**src/rtl/slt_alu_pkg.sv**
```systemverilog
package slt_alu_pkg;
  localparam int unsigned WORD = 32;
  localparam int unsigned OPW  = 4;

  localparam logic [OPW-1:0] OP_AND = 4'b0000;
  localparam logic [OPW-1:0] OP_OR  = 4'b0001;
  localparam logic [OPW-1:0] OP_ADD = 4'b0010;
  localparam logic [OPW-1:0] OP_SUB = 4'b0110;
  localparam logic [OPW-1:0] OP_SLT = 4'b0111;

  typedef enum logic [1:0] {
    PICK_AND  = 2'd0,
    PICK_OR   = 2'd1,
    PICK_SUM  = 2'd2,
    PICK_LESS = 2'd3
  } pick_e;

  typedef struct packed {
    logic  invertB;
    logic  carryIn;
    pick_e pick;
    logic  ovfEnable;
    logic  forceZero;
  } alu_strobes_t;
endpackage

```
**src/rtl/slt_alu_ctrl.sv**
```systemverilog
module slt_alu_ctrl
  import slt_alu_pkg::*;
#(
  parameter int unsigned OP_W = OPW
) (
  input  logic [OP_W-1:0] opCode,
  output alu_strobes_t    strobes
);
  always_comb begin
    strobes = '{invertB: 1'b0, carryIn: 1'b0, pick: PICK_AND,
                ovfEnable: 1'b0, forceZero: 1'b0};
    unique case (opCode)
      OP_AND: strobes.pick = PICK_AND;
      OP_OR:  strobes.pick = PICK_OR;
      OP_ADD: begin
        strobes.pick      = PICK_SUM;
        strobes.ovfEnable = 1'b1;
      end
      OP_SUB: begin
        strobes.pick      = PICK_SUM;
        strobes.invertB   = 1'b1;
        strobes.carryIn   = 1'b1;
        strobes.ovfEnable = 1'b1;
      end
      OP_SLT: begin
        strobes.pick    = PICK_LESS;
        strobes.invertB = 1'b1;
        strobes.carryIn = 1'b1;
      end
      default: strobes.forceZero = 1'b1;
    endcase
  end

  // Overflow reporting is confined to add and subtract.
  always_comb begin
    if (strobes.ovfEnable)
      assert_ovf_only_arith_R7: assert (opCode == OP_ADD || opCode == OP_SUB)
        else $error("overflow enabled for non-arithmetic code");
  end
endmodule

```
**src/rtl/slt_alu_slice.sv**
```systemverilog
module slt_alu_slice
  import slt_alu_pkg::*;
#(
  parameter bit IS_TOP = 1'b0
) (
  input  logic  aBit,
  input  logic  bBit,
  input  logic  carryIn,
  input  logic  lessIn,
  input  logic  invertB,
  input  pick_e pick,
  output logic  resBit,
  output logic  carryOut,
  output logic  setOut,
  output logic  ovfOut
);
  logic bEff;
  logic sumBit;

  assign bEff     = bBit ^ invertB;
  assign sumBit   = aBit ^ bEff ^ carryIn;
  assign carryOut = (aBit & bEff) | (carryIn & (aBit ^ bEff));

  always_comb begin
    unique case (pick)
      PICK_AND:  resBit = aBit & bEff;
      PICK_OR:   resBit = aBit | bEff;
      PICK_SUM:  resBit = sumBit;
      PICK_LESS: resBit = lessIn;
      default:   resBit = 1'b0;
    endcase
  end

  generate
    if (IS_TOP) begin : g_top
      assign ovfOut = carryIn ^ carryOut;
      assign setOut = sumBit ^ (carryIn ^ carryOut);
    end else begin : g_inner
      assign ovfOut = 1'b0;
      assign setOut = 1'b0;
    end
  endgenerate
endmodule

```
**src/rtl/slt_alu_datapath.sv**
```systemverilog
module slt_alu_datapath
  import slt_alu_pkg::*;
#(
  parameter int unsigned W = WORD
) (
  input  logic [W-1:0] opA,
  input  logic [W-1:0] opB,
  input  alu_strobes_t strobes,
  output logic [W-1:0] result,
  output logic         zeroFlag,
  output logic         overflow
);
  localparam int unsigned TOP = W - 1;

  logic [W-1:0] rawRes;
  logic         setTop;
  logic         ovfTop;

  genvar i;
  generate
    for (i = 0; i < W; i++) begin : stage
      logic cIn, cOut, rBit, sOut, oOut, lIn;
      if (i == 0) begin : g_first
        assign cIn = strobes.carryIn;
        assign lIn = setTop;
      end else begin : g_rest
        assign cIn = stage[i-1].cOut;
        assign lIn = 1'b0;
      end
      slt_alu_slice #(.IS_TOP(i == TOP)) u_slice (
        .aBit(opA[i]), .bBit(opB[i]), .carryIn(cIn), .lessIn(lIn),
        .invertB(strobes.invertB), .pick(strobes.pick),
        .resBit(rBit), .carryOut(cOut), .setOut(sOut), .ovfOut(oOut)
      );
      assign rawRes[i] = rBit;
    end
  endgenerate

  assign setTop   = stage[TOP].sOut;
  assign ovfTop   = stage[TOP].oOut;
  assign result   = strobes.forceZero ? '0 : rawRes;
  assign zeroFlag = ~|result;
  assign overflow = ovfTop & strobes.ovfEnable;

  always_comb begin
    if (strobes.pick == PICK_LESS && !strobes.forceZero)
      assert_slt_high_clear_R5: assert (result[W-1:1] == '0)
        else $error("compare result has high bits set");
    if (strobes.pick == PICK_LESS)
      assert_cmp_uses_sub_R4: assert (strobes.invertB && strobes.carryIn)
        else $error("compare not routed through subtract path");
  end
endmodule

```
**src/rtl/slt_alu.sv**
```systemverilog
module slt_alu
  import slt_alu_pkg::*;
#(
  parameter int unsigned W   = WORD,
  parameter int unsigned OPS = OPW
) (
  input  logic [W-1:0]   opA,
  input  logic [W-1:0]   opB,
  input  logic [OPS-1:0] opCode,
  output logic [W-1:0]   result,
  output logic           zeroFlag,
  output logic           overflow
);
  alu_strobes_t strobes;

  slt_alu_ctrl #(.OP_W(OPS)) u_ctrl (.opCode(opCode), .strobes(strobes));

  slt_alu_datapath #(.W(W)) u_dp (
    .opA(opA), .opB(opB), .strobes(strobes),
    .result(result), .zeroFlag(zeroFlag), .overflow(overflow)
  );

  always_comb begin
    if (overflow && opCode == OP_ADD)
      assert_add_ovf_signs_R6: assert (opA[W-1] == opB[W-1] && result[W-1] != opA[W-1])
        else $error("add overflow without sign condition");
    if (overflow && opCode == OP_SUB)
      assert_sub_ovf_signs_R6: assert (opA[W-1] != opB[W-1] && result[W-1] != opA[W-1])
        else $error("sub overflow without sign condition");
    if (zeroFlag)
      assert_zero_means_clear_R8: assert (result == '0)
        else $error("zero flag with nonzero result");
  end
endmodule

```
**config.mk**
```make
export PLATFORM = sky130hd
export DESIGN_NAME = slt_alu
export DESIGN_NICKNAME = d
export VERILOG_FILES = /design/src/rtl/slt_alu_pkg.sv /design/src/rtl/slt_alu_ctrl.sv /design/src/rtl/slt_alu_slice.sv /design/src/rtl/slt_alu_datapath.sv /design/src/rtl/slt_alu.sv
export SDC_FILE = /design/constraint.sdc
export NUM_CORES = 1
export LEC_CHECK = 0
export BUFFER_PORTS_ARGS = -buffer_cell sky130_fd_sc_hd__buf_4
export CAP_MARGIN = 10
export CORE_ASPECT_RATIO = 1.75
export CORE_MARGIN = 3
export CORE_UTILIZATION = 55
export DETAILED_ROUTE_END_ITERATION = 12
export PLACE_DENSITY = 0.92
export SKIP_LAST_GASP = 1
export SLEW_MARGIN = 30
export SYNTH_ARGS = -nofsm -noshare
export SYNTH_HDL_FRONTEND = slang
export SYNTH_SLANG_ARGS = --single-unit
```
**constraint.sdc**
```tcl
create_clock -name vclk -period 21.2
set_input_delay 0 -clock vclk [all_inputs]
set_output_delay 0 -clock vclk [all_outputs]
set_load 0.02 [all_outputs]
```
==> impl_metrics.tcl <==
set metrics [dict create \
    row_count 35 \
    drc 0 \
    multi_input_area_mm2 0.00271 \
    fin_util_pct 72.3 \
    power.switching_mw 0.0572 \
    dieArea_mm2 0.00650 \
    synth_nets 555 \
    gp_congestion 0.925 \
    synth.distinct_cells 48 \
    first_global_vias 3245 \
    power_density_mw_per_mm2 26.4 \
    slowest_delay_ps 460 \
    yosysMostFrequentCell "inv_1" \
    tightest_slew_ps 685 \
    pre_cts_slack_ps 6710 \
    gr-total-overflow 0 \
    rsz0062_at_grt "no" \
    worst_slack_ps 6530 \
    start_util_pct 57.4 \
    cpMaxStageDelayCell "clkinv_1" \
    period_needed_ps 14670 \
    grt_max_degree 33 \
    max_freq_ghz 0.0682 \
    layout-drive-gt1-share_pct 23.4 \
    critical_path.endpoint_type "output port" \
    hp-class "in2out" \
    synth_adder_area_share_pct 46.5 \
    fin_crit_sh_pct 69.2 \
    cp.required_ps 21200 \
    synth-simple-area-share_pct 15.0 \
    synth_area_leaders "ha_1, fa_1, xnor2_1" \
    post_cts_resize_count 0 \
    port_buffers 102 \
    internal-power_mw 0.0438 \
    ys_warn_count 0 \
    drv_slew 0 \
    vias_per_cell 5.68 \
    fp.dieH_um 104 \
    final_nets 639 \
    hold_buffers 0 \
    peakVddDrop_uv 14.2 \
    setup.worst_path.start_class "input pin" \
    die_w_um 62.2 \
    combPwrFrac_pct 100.0 \
    hold_viol_final 0 \
    finalSetupTns_ps 0 \
    fill_cells 402 \
    status "finished, final reports clean" \
    critPathKind "in2out" \
    wl_per_cell_um 16.4 \
    ys_seq_area_share_pct 0 \
    synthMuxAreaShare_pct 0.370 \
    post-cts-setup-buffers 0 \
    synth_top_area_share_pct 25.5 \
    regArea_um2 0 \
    drt_pass1_iterations 6 \
    diodes 0 \
    ios 102 \
    synth_xor_xnor_area_share_pct 9.50 \
    antenna_found_initial 0 \
    swShare_pct 56.6 \
    cp.arrival_ps 14670 \
    pwr-share-seq_pct 0 \
    setup_viol 0 \
    clkPwrFrac_pct 0 \
    synth_top_cell_by_area "ha_1" \
    leakage_nw 1.97 \
    seq_cells 0 \
    syn_area_mm2 0.00304 \
    synth_compound_area_share_pct 17.2 \
    clock_buffers 0 \
    critPathMostFrequentCell "fa_1" \
    dp_hpwl_um 7640 \
    hold_ws_ps 527 \
    synthCells 393 \
    worstPathMaxFanout 32 \
    synth_commonest_cells "inv_1, ha_1, nor2_1" \
    grt_pass1_wl_um 14700 \
    core_mm2 0.00530 \
    drv_cap 0 \
    drt_first_iter_violations 272 \
    grt_usage_pct 27.2 \
    timing.slew.headroom_pct 54.2 \
    postRouteAntennaNets 0 \
    dr_total_vias 3117 \
    synth_top_family_by_area "adder cells" \
    drt-total-wl_um 9020 \
    synth_area_per_cell_um2 7.74 \
    syn2layout_area_growth_pct 25.9 \
]
==> critical path: cells and delay by family <==
kind / cells / cell delay, ps
xor+xnor: 1 / 220
simple gates: 2 / 430
buf+inv: 7 / 1600
fa+ha+maj: 31 / 11250
compound gates: 4 / 1140
==> logic make-up after synthesis <==
group / after synthesis
compound gates: 80
fa+ha+maj: 94
buf+inv: 89
mux: 1
xor+xnor: 33
simple gates: 96
==> worst paths after layout <==
kind	from	end	slack (ps)	depth (start not counted)
max	opCode[3]	zeroFlag	6530	45
min	opCode[3]	overflow	530	3
==> final cells by class <==
type / instances / area share, %
inverters: 67 / 6.57
multi-input cells: 304 / 70.6
well taps: 74 / 2.42
repair buffers: 104 / 20.4
==> routing by layer <==
metal	wire [um]	track usage, %	vias up
met3	550	2.49	45
met4	500	13.1	0
li1	-	-	1439
met5	0	0	-
met1	3100	29.1	1460
met2	4870	52.1	173
==> cell usage in the layout, fill, tap and decap left out, drive strengths merged, types with 2 or more instances in the layout <==
master,instances
o2bb2ai,3
nor2,37
inv,66
ha,62
or3,3
buf,104
a21oi,32
a31oi,2
xnor2,32
o41a,2
o22ai,5
fa,32
nor4,9
or2,2
o21ai,9
nor2b,3
a22oi,9
a2111oi,4
a211oi,2
nand4,2
nor3,5
a22o,2
a2bb2oi,4
and2,2
nand3,2
nand2,24
==> power by group through the flow <==
| stage | clock network [mW] | logic, mW | registers, mW |
|---|---|---|---|
| final | 0 | 0.101 | 0 |
| after global routing | 0 | 0.111 | 0 |
| after CTS | 0 | 0.0999 | 0 |
| after detailed placement | 0 | 0.0994 | 0 |
| after global placement | 0 | 0.0952 | 0 |
| after floorplan | 0 | 0.0618 | 0 |
==> per-stage QoR <==
stage | area, um2 | cells | total power, mW
after detailed placement | 3830 | 549 | 0.0994
after global placement | 3830 | 549 | 0.0952
after global routing | 3830 | 549 | 0.111
after CTS | 3830 | 549 | 0.0999
final | 3830 | 549 | 0.101
after floorplan | 3040 | 393 | 0.0618
(Power assumes the default switching activity.)
